===== src/rtl/tws_pkg.sv =====
// Package: shared types for the sampling tap window selector.
// Assumes: nothing beyond IEEE 1800-2017.
package tws_pkg;

    // Scanner sequencing states.
    typedef enum logic [1:0] {
        ST_IDLE = 2'd0,
        ST_SCAN = 2'd1,
        ST_FIN  = 2'd2
    } scan_state_t;

endpackage


===== src/rtl/tws_merge.sv =====
// Module: tws_merge
// Folds the two probe passes together for both tap counts. Entry i of each
// output is the AND of the two probes of tap (i mod N). Entries at and above
// 2N of the short variant are tied low.
// Assumes: NDDR <= NMAX; purely combinational.
module tws_merge #(
    parameter int NMAX = 8,
    parameter int NDDR = 4,
    localparam int MAPW = 2 * NMAX
) (
    input  logic [MAPW-1:0] probe,
    output logic [MAPW-1:0] merged_norm,
    output logic [MAPW-1:0] merged_ddr
);

    // One AND gate per entry for each tap-count variant.
    for (genvar i = 0; i < MAPW; i++) begin : g_ent
        assign merged_norm[i] = probe[i % NMAX] & probe[(i % NMAX) + NMAX];
        if (i < 2 * NDDR) begin : g_ddr
            assign merged_ddr[i] = probe[i % NDDR] & probe[(i % NDDR) + NDDR];
        end else begin : g_pad
            assign merged_ddr[i] = 1'b0;
        end
    end

endmodule


===== src/rtl/tws_scan.sv =====
// Module: tws_scan
// Walks a latched merged bitmap one entry per clock. It tracks the current
// run and the longest run (strictly longer replaces), closes an open run in a
// final cycle, and presents the folded centre tap and the pass/fail verdict
// while in the final state.
// Assumes: go is only asserted by the parent while busy is low.
module tws_scan
    import tws_pkg::*;
#(
    parameter int TAPS_NORMAL = 8,
    parameter int TAPS_DDR    = 4,
    parameter int MIN_RUN     = 3,
    localparam int MAPW = 2 * TAPS_NORMAL,
    localparam int IW   = $clog2(MAPW),
    localparam int LW   = $clog2(MAPW + 1),
    localparam int AW   = LW + 1,
    localparam int TW   = $clog2(TAPS_NORMAL)
) (
    input  logic            clk,
    input  logic            rst_n,
    input  logic            go,
    input  logic            go_ddr,
    input  logic [MAPW-1:0] go_bits,
    output logic            busy,
    output logic            fin_valid,
    output logic            fin_ok,
    output logic [TW-1:0]   fin_tap
);

    scan_state_t     state_q;
    logic [IW-1:0]   idx_q;
    logic [LW-1:0]   run_q;
    logic [LW-1:0]   best_len_q;
    logic [IW-1:0]   best_st_q;
    logic [MAPW-1:0] bits_q;
    logic            ddr_q;

    logic [IW-1:0]   last_idx;
    logic            cur_bit;
    logic [AW-1:0]   total;
    logic [AW-1:0]   win_len;
    logic [AW-1:0]   win_st;
    logic [AW-1:0]   win_end;
    logic [AW-1:0]   win_mid;
    logic [AW-1:0]   win_fold;

    // Last index to visit and the entry under the cursor.
    always_comb begin
        last_idx = ddr_q ? IW'(2 * TAPS_DDR - 1) : IW'(2 * TAPS_NORMAL - 1);
        cur_bit  = bits_q[idx_q];
        total    = ddr_q ? AW'(2 * TAPS_DDR) : AW'(2 * TAPS_NORMAL);
    end

    // Sequencer and run tracking, one merged entry per cycle.
    always_ff @(posedge clk) begin
        if (!rst_n) begin
            state_q    <= ST_IDLE;
            idx_q      <= '0;
            run_q      <= '0;
            best_len_q <= '0;
            best_st_q  <= '0;
            bits_q     <= '0;
            ddr_q      <= 1'b0;
        end else begin
            case (state_q)
                ST_IDLE: begin
                    if (go) begin
                        bits_q     <= go_bits;
                        ddr_q      <= go_ddr;
                        idx_q      <= '0;
                        run_q      <= '0;
                        best_len_q <= '0;
                        best_st_q  <= '0;
                        state_q    <= ST_SCAN;
                    end
                end
                ST_SCAN: begin
                    if (cur_bit) begin
                        run_q <= run_q + 1'b1;
                    end else begin
                        if (run_q > best_len_q) begin
                            best_len_q <= run_q;
                            best_st_q  <= idx_q - run_q[IW-1:0];
                        end
                        run_q <= '0;
                    end
                    if (idx_q == last_idx) begin
                        state_q <= ST_FIN;
                    end else begin
                        idx_q <= idx_q + 1'b1;
                    end
                end
                ST_FIN: begin
                    state_q <= ST_IDLE;
                end
                default: begin
                    state_q <= ST_IDLE;
                end
            endcase
        end
    end

    // Close a run still open at the end and pick the winning window.
    always_comb begin
        if (run_q > best_len_q) begin
            win_len = AW'(run_q);
            win_st  = total - AW'(run_q);
        end else begin
            win_len = AW'(best_len_q);
            win_st  = AW'(best_st_q);
        end
        win_end = win_st + win_len - 1'b1;
        win_mid = (win_st + win_end) >> 1;
    end

    // Fold the centre index back into the active tap range.
    always_comb begin
        if (ddr_q) begin
            win_fold = win_mid % AW'(TAPS_DDR);
        end else begin
            win_fold = win_mid % AW'(TAPS_NORMAL);
        end
    end

    // Result presentation toward the register stage.
    always_comb begin
        busy      = (state_q != ST_IDLE);
        fin_valid = (state_q == ST_FIN);
        fin_ok    = (win_len >= AW'(MIN_RUN));
        fin_tap   = win_fold[TW-1:0];
    end

endmodule


===== src/rtl/tws_regs.sv =====
// Module: tws_regs
// Holds the selected tap, the auto-retune enable, the pending retune error,
// the tap-count mode and the one-cycle done/fail/hit pulses.
// Assumes: fin_valid only occurs while the parent reports busy, so a
// mode change and a result never meet at the same edge.
module tws_regs #(
    parameter int TW = 3
) (
    input  logic          clk,
    input  logic          rst_n,
    input  logic          start_acc,
    input  logic          mode_ok,
    input  logic          fin_valid,
    input  logic          fin_ok,
    input  logic [TW-1:0] fin_tap,
    input  logic          err_set,
    input  logic          chk_req,
    input  logic          en_off,
    input  logic          ddr_set,
    input  logic          ddr_clr,
    input  logic          four_tap,
    output logic [TW-1:0] tap_q,
    output logic          en_q,
    output logic          pend_q,
    output logic          ddr_q,
    output logic          done_q,
    output logic          fail_q,
    output logic          hit_q
);

    logic report;

    // A check reports only with retune on and an error pending.
    assign report = chk_req & en_q & pend_q;

    // Tap register and tap-count mode, halving on 4-tap entry.
    always_ff @(posedge clk) begin
        if (!rst_n) begin
            tap_q <= '0;
            ddr_q <= 1'b0;
        end else if (fin_valid) begin
            if (fin_ok) begin
                tap_q <= fin_tap;
            end
        end else if (mode_ok) begin
            if (ddr_set) begin
                if (!ddr_q) begin
                    ddr_q <= 1'b1;
                    if (four_tap) begin
                        tap_q <= tap_q >> 1;
                    end
                end
            end else if (ddr_clr) begin
                ddr_q <= 1'b0;
            end
        end
    end

    // Auto-retune enable: success sets it, the off request clears it.
    always_ff @(posedge clk) begin
        if (!rst_n) begin
            en_q <= 1'b0;
        end else if (fin_valid && fin_ok) begin
            en_q <= 1'b1;
        end else if (en_off) begin
            en_q <= 1'b0;
        end
    end

    // Pending retune error: a clear by start or by a report beats a new set.
    always_ff @(posedge clk) begin
        if (!rst_n) begin
            pend_q <= 1'b0;
        end else if (start_acc || report) begin
            pend_q <= 1'b0;
        end else if (err_set) begin
            pend_q <= 1'b1;
        end
    end

    // One-cycle completion and report pulses.
    always_ff @(posedge clk) begin
        if (!rst_n) begin
            done_q <= 1'b0;
            fail_q <= 1'b0;
            hit_q  <= 1'b0;
        end else begin
            done_q <= fin_valid;
            fail_q <= fin_valid & ~fin_ok;
            hit_q  <= report;
        end
    end

endmodule


===== src/rtl/tap_window_sel.sv =====
// Module: tap_window_sel
// Top of the sampling tap window selector. Accepts start only when idle,
// hands the merged bitmap for the current tap count to the scanner, and
// keeps the selection and retune state in the register stage.
// Assumes: TAPS_DDR <= TAPS_NORMAL <= 16, both at least 2.
module tap_window_sel #(
    parameter int TAPS_NORMAL = 8,
    parameter int TAPS_DDR    = 4,
    parameter int MIN_RUN     = 3,
    localparam int MAPW = 2 * TAPS_NORMAL,
    localparam int TW   = $clog2(TAPS_NORMAL)
) (
    input  logic            clk,
    input  logic            rst_n,
    input  logic            start,
    input  logic [MAPW-1:0] probe_map,
    input  logic            ddr_enter,
    input  logic            ddr_leave,
    input  logic            four_tap_opt,
    input  logic            retune_off,
    input  logic            retune_err,
    input  logic            retune_chk,
    output logic            done,
    output logic            fail,
    output logic [TW-1:0]   tap_set,
    output logic            retune_en,
    output logic            retune_pend,
    output logic            retune_hit,
    output logic            ddr_active,
    output logic            busy
);

    logic [MAPW-1:0] m_norm;
    logic [MAPW-1:0] m_ddr;
    logic [MAPW-1:0] m_sel;
    logic            start_acc;
    logic            mode_ok;
    logic            fin_valid;
    logic            fin_ok;
    logic [TW-1:0]   fin_tap;

    // Start acceptance and the window in which mode requests apply.
    always_comb begin
        start_acc = start & ~busy;
        mode_ok   = ~busy & ~start;
        m_sel     = ddr_active ? m_ddr : m_norm;
    end

    tws_merge #(
        .NMAX (TAPS_NORMAL),
        .NDDR (TAPS_DDR)
    ) u_merge (
        .probe       (probe_map),
        .merged_norm (m_norm),
        .merged_ddr  (m_ddr)
    );

    tws_scan #(
        .TAPS_NORMAL (TAPS_NORMAL),
        .TAPS_DDR    (TAPS_DDR),
        .MIN_RUN     (MIN_RUN)
    ) u_scan (
        .clk       (clk),
        .rst_n     (rst_n),
        .go        (start_acc),
        .go_ddr    (ddr_active),
        .go_bits   (m_sel),
        .busy      (busy),
        .fin_valid (fin_valid),
        .fin_ok    (fin_ok),
        .fin_tap   (fin_tap)
    );

    tws_regs #(
        .TW (TW)
    ) u_regs (
        .clk       (clk),
        .rst_n     (rst_n),
        .start_acc (start_acc),
        .mode_ok   (mode_ok),
        .fin_valid (fin_valid),
        .fin_ok    (fin_ok),
        .fin_tap   (fin_tap),
        .err_set   (retune_err),
        .chk_req   (retune_chk),
        .en_off    (retune_off),
        .ddr_set   (ddr_enter),
        .ddr_clr   (ddr_leave),
        .four_tap  (four_tap_opt),
        .tap_q     (tap_set),
        .en_q      (retune_en),
        .pend_q    (retune_pend),
        .ddr_q     (ddr_active),
        .done_q    (done),
        .fail_q    (fail),
        .hit_q     (retune_hit)
    );

endmodule


===== config.mk =====
export PLATFORM = sky130hd
export DESIGN_NAME = tap_window_sel
export DESIGN_NICKNAME = d
export VERILOG_FILES = /design/src/rtl/tws_pkg.sv /design/src/rtl/tws_merge.sv /design/src/rtl/tws_scan.sv /design/src/rtl/tws_regs.sv /design/src/rtl/tap_window_sel.sv
export SDC_FILE = /design/constraint.sdc
export NUM_CORES = 1
export LEC_CHECK = 0
export BUFFER_PORTS_ARGS = -buffer_cell sky130_fd_sc_hd__buf_4
export CORE_AREA = 2 2 85 87
export CTS_CLUSTER_DIAMETER = 150
export DETAILED_ROUTE_END_ITERATION = 10
export DIE_AREA = 0 0 87 89
export SYNTH_ARGS = -nofsm -noshare
export SYNTH_HDL_FRONTEND = slang
export SYNTH_SLANG_ARGS = --single-unit

===== constraint.sdc =====
create_clock -name clk -period 4.09 [get_ports clk]
set_input_delay 0.818 -clock clk [delete_from_list [all_inputs] [get_ports clk]]
set_output_delay 0.818 -clock clk [all_outputs]
set_load 0.05 [all_outputs]

# Yosys cells after proc, flatten, opt, wreduce, memory -nomap -nowiden
# Index checks and enable logic that the tools add are counted.
[totals]
reg_bits = 46
inputBits = 25
out_inout_bits = 10
[classes]
add_sub_neg = 7
magnitude_cmp = 3
n_eq_ne = 10
n_mux = 33
bitwise = 22
reduce_logical = 18
[op_table]
columns = ["op", "count"]
rows = [
  ["$mux 4", 7],
  ["$mux 5", 5],
  ["$mux 3", 7],
  ["$pmux 5 s2", 2],
  ["$and 1x1->1", 17],
  ["$mux 16", 1],
  ["$pmux 4 s2", 2],
  ["$reduce_bool 2->1", 7],
  ["$add 4x4->4", 2],
  ["$ne 2x1->1 const B", 4],
  ["$sub 4x4->4", 2],
  ["$ne 2x2->1 const B", 3],
  ["$reduce_and 2->1", 3],
  ["$reduce_and 3->1", 2],
  ["$add 5x1->5 const B", 1],
  ["$ge 5x2->1 const B", 1],
  ["$gt 5x5->1", 1],
  ["$lt 4x5->1 const B", 1],
  ["$mux 1", 5],
  ["$not 1->1", 5],
  ["$reduce_and 5->1", 1],
  ["$add 4x1->4 const B", 1],
  ["$bmux 1 s4", 1],
  ["$eq 4x4->1", 1],
  ["other kinds (10)", 11],
]

# Logic depth before layout (Yosys ltp)
[depth]
depth_word = 9
ltp_mapped = 15

# Modules after synthesis
# From an unflattened synthesis, not the netlist that was laid out.
[unflattened]
hier_cells = 312
hier_area_um2 = 2867.8
[modules_own_cells]
columns = ["module", "n_inst", "cells_per_inst", "area_per_inst_um2"]
rows = [
  ["tws_scan", 1, 223, 2005.7],
  ["tws_regs", 1, 36, 374.1],
  ["tap_window_sel", 1, 20, 259.0],
  ["tws_merge", 1, 33, 229.0],
]

# Worst setup path after synthesis
# OpenSTA, ideal clock, no wires.
[synth_path]
path_type = "register to register"
from = "reg u_scan.run_q[0]"
to = "reg u_regs.tap_q[2]"
setup_time_ns = 0.101
arrival_ns = 2.751
required_ns = 3.989
path_slack_ns = 1.238
path_stages_with_launch = 15
synth_period_minus_slack_ns = 2.852
path_cell_list = "dfxtp_1 inv_1 ha_1 and3_1 nand3_1 o21ai_1 buf_2 a21oi_1 ha_1 inv_1 ha_1 fa_1 xnor2_1 xnor2_1 o41ai_1"
[synth_via]
elab_chain_cells = 8
word_cells_on_any_way = 13
classes_between = "4 x add/sub; 2 x order compare; 1 x eq/ne; 5 x mux; 1 x reduce/logical"
[synth_rtl]
columns = ["element", "line", "text"]
rows = [
  ["from (decl)", "tws_scan.sv:32", "logic [LW-1:0] run_q;"],
  ["from (signal assigned)", "tws_scan.sv:79", "run_q <= run_q + 1'b1;"],
  ["$sub 4x4->4 or $gt 5x5->1 (tied branches)", "tws_scan.sv:107, tws_scan.sv:105", ""],
  ["$mux 4 or $mux 5 (tied branches)", "tws_scan.sv:105", "if (run_q > best_len_q) begin"],
  ["$add 4x4->4", "tws_scan.sv:112", "win_end = win_st + win_len - 1'b1;"],
  ["$sub 4x1->4", "tws_scan.sv:112", ""],
  ["$add 4x4->4", "tws_scan.sv:113", "win_mid = (win_st + win_end) >> 1;"],
  ["$mux 3", "tws_scan.sv:118", "if (ddr_q) begin"],
  ["$mux 3", "tws_regs.sv:42", "if (fin_ok) begin"],
  ["$mux 3", "tws_regs.sv:41", "end else if (fin_valid) begin"],
  ["to (signal assigned)", "tws_regs.sv:43", "tap_q <= fin_tap;"],
  ["to (signal assigned)", "tws_regs.sv:50", "tap_q <= tap_q >> 1;"],
  ["to (decl)", "tws_regs.sv:22", "output logic [TW-1:0] tap_q,"],
]
# Parallel ways exist; a longest one is shown, timed or not. The select of a mux whose other input is x is not followed.
# A chain may end at the register's enable or synchronous reset.

# Final worst setup path
[layout_path]
from = "reg u_scan.run_q[2]"
to = "reg u_regs.tap_q[2]"
# The elaborated chain is that of the path after synthesis.

==> impl_metrics.json <==
{
  "grt_pass1_wl_um": 9200,
  "holdCritPathClass": "reg -> reg",
  "gp_congestion": 0.817,
  "min_to": "u_scan.bits_q[2]",
  "slowest_stage": "o21ai_1",
  "layout.cells.non_filler": 393,
  "post-route-period-util_pct": 85.8,
  "cp_common_cell": "ha_1",
  "power_density_nw_per_um2": 305,
  "cp_num_buf_inv": 1,
  "arrival_ns": 3.72,
  "drc": 0,
  "die_w_um": 87,
  "grt_antenna_before_repair": 0,
  "synthArstFlopShare_pct": 0,
  "syn_inst": 288,
  "design_area_um2": 2910,
  "hold_depth": 2,
  "fp.dieH_um": 89,
  "place_inst": 386,
  "cts_tree": "yes",
  "layout_common_cells": "dfxtp_1, nand2_1, buf_4",
  "worstMarginPinSlew_ns": 0.845,
  "clock_latency_ns": 0.30,
  "overflow": 0,
  "ys_warn_count": 0,
  "hold-worst-slack_ns": 0.451,
  "synth_sequential_area_ratio_pct": 35.6,
  "start_kind": "flip-flop",
  "nFillCells": 665,
  "skew_ns": 0.00585,
  "dr.pass1.iters": 4,
  "post_dp_cell_area_um2": 2810,
  "clk_path_buf_depth": 2,
  "rr_worst_depth": 12,
  "grt_pass1_vias": 2058,
  "layout_commonest_cell": "dfxtp_1",
  "synth_edf_count": 0,
  "multi_input_area_um2": 1490,
  "initial_core_util_pct": 37.6,
  "via_per_inst": 5.15,
  "netlist_area_um2": 2530,
  "path_clk_slew_ns": 0.08,
  "postRouteAntennaNets": 0,
  "drtIter0Drc": 70,
  "wire_per_inst_um": 13.5,
  "nNetsFinal": 352,
  "regArea_um2": 901,
  "syn_avg_cell_area_um2": 8.78,
  "synthDistinctLibCells": 47,
  "post-cts-setup-buffers": 0,
  "p_leak_nw": 1.16,
  "rows": 30,
  "dieArea_um2": 7740,
  "max_freq_mhz": 285,
  "drive_gt1_share_pct": 18.5,
  "end_kind": "flip-flop",
  "slew_headroom_pct": 43.3,
  "cts_resized": 0,
  "final_hold_viol_count": 0,
  "coreArea_um2": 6720,
  "cts_num_sinks": 45,
  "cpLargestDelayFamily": "compound AO/OA/AOI/OAI gates",
  "dp_hpwl_um": 4010,
  "numCtsBuffers": 5,
  "htree_num_levels": 2,
  "status": "complete, no violations",
  "diodes": 0,
  "slew_viol_final": 0,
  "synth-main-ff-cell": "dfxtp_1",
  "wl_um": 5290,
  "ys_ff_latch": 45,
  "ctsHoldBuffers": 0,
  "rsz0062_at_grt": "false",
  "rrSetupSlack_ns": 0.58,
  "root_buffer": "clkbuf_8",
  "r2r-start": "u_scan.run_q[2]",
  "syn_nets": 327,
  "syn2layout_area_growth_pct": 15.2,
  "portBuffers": 34,
  "vias": 2024,
  "finalSetupTns_ns": 0,
  "final_util_pct": 43.4,
  "cap_viol_max_count": 0,
  "max_stage_delay_ns": 0.68,
  "worstSetupPathType": "reg -> reg",
  "grt_max_degree": 24,
  "period_needed_ns": 3.51,
  "critPathMaxFanout": 11,
  "peakVddDrop_mv": 0.177,
  "cp.required_ns": 4.30,
  "path_cells": "ha_1 -> o211ai_1 -> a21oi_1 -> o21ai_1 -> a21oi_1 -> ha_1 -> inv_1 -> ha_1 -> fa_1 -> xnor2_1 -> xnor2_1 -> o41ai_1",
  "track_usage_pct": 15.1,
  "io_pins": 35,
  "rr_endpoint": "u_regs.tap_q[2]",
  "min_from": "u_scan.bits_q[2]",
  "finalSetupViolCount": 0
}
==> cell usage after synthesis (all sizes together), types with 2 or more instances <==
master	instances	area, um2
a211o	2	17.5
a21o	3	22.5
a21oi	24	120
and2	3	18.8
buf	5	37.5
clkbuf	12	45.0
dfxtp	45	901
fa	2	40.0
ha	12	150
inv	13	48.8
mux2	10	116
mux2i	7	70.1
mux4	4	105
nand2	37	139
nand2b	4	27.5
nand3	23	115
nand4b	9	78.8
nor2	22	82.6
nor2b	2	12.5
nor3	2	10.0
o211ai	2	15.0
o21ai	11	70.1
o31ai	4	30.0
or3	2	12.5
xnor2	6	52.6
xor2	6	52.6
==> cells by family (layout without fill, tap and decap cells) <==
family / Yosys count / in the layout / share of synthesized area, %
AND/OR/NAND/NOR: 111 / 111 / 22.3
AO/OA/AOI/OAI: 54 / 54 / 13.5
flip-flops: 45 / 45 / 35.6
buffers and inverters: 31 / 56 / 5.34
multiplexers: 21 / 21 / 11.5
adder cells (fa/ha/maj): 14 / 14 / 7.52
XOR/XNOR: 12 / 12 / 4.16
==> through the flow <==
stage,power (mW),setup WS (ns)
floorplan,0.534,1.24
CTS,0.898,0.601
finish,0.887,0.580
global placement,0.569,0.737
detailed placement,0.570,0.613
global route,0.924,0.314
==> state kept, by name, summed over array words and instances, names as in the netlist, 2 cells and up <==
register and count:
u_scan.idx_q 4, u_scan.best_st_q 3, u_regs.tap_q 3, u_scan.run_q 5, u_scan.state_q 2, u_scan.bits_q 16, u_scan.best_len_q 5
==> report_power, final <==
group | internal, mW | switching [mW]
Sequential | 0.448 | 0.0108
Combinational | 0.0452 | 0.0550
Clock | 0.178 | 0.151
==> how the worst max path moves through the flow <==
stage / depth (start not counted) / startpoint / endpoint / slack, ns
after floorplan: 14 / u_scan.run_q[0] / u_regs.tap_q[2] / 1.24
after global placement: 12 / u_scan.run_q[2] / u_regs.tap_q[2] / 0.74
after detailed placement: 12 / u_scan.run_q[2] / u_regs.tap_q[2] / 0.61
after CTS: 12 / u_scan.run_q[2] / u_regs.tap_q[2] / 0.60
after global routing: 12 / u_scan.run_q[2] / u_regs.tap_q[2] / 0.31
final: 12 / u_scan.run_q[2] / u_regs.tap_q[2] / 0.58
==> worst reg2reg max path, stage by stage (launching register included) <==
cell	delay, ns
dfxtp_1	0.54
ha_1	0.32
o211ai_1	0.17
a21oi_1	0.09
o21ai_1	0.68
a21oi_1	0.20
ha_1	0.33
inv_1	0.04
ha_1	0.20
fa_1	0.37
xnor2_1	0.15
xnor2_1	0.12
o41ai_1	0.22
==> routing by layer <==
layer	vias up	GRT usage, %	part of all wire [%]
met5	-	0	0
met3	9	3.14	2.7
li1	1066	-	-
met1	921	18.5	47
met2	28	26.2	48
met4	0	5.54	1.8
==> cell type report <==
type,count,share of cell area [%]
clock buffers,5,2.36
clock inverters,2,1.20
inverters,14,1.80
multi-input cells,212,51.2
flip-flops and latches,45,30.9
well taps,80,3.44
repair buffers,35,9.02
Note: power is estimated with default switching activity, not from simulation.
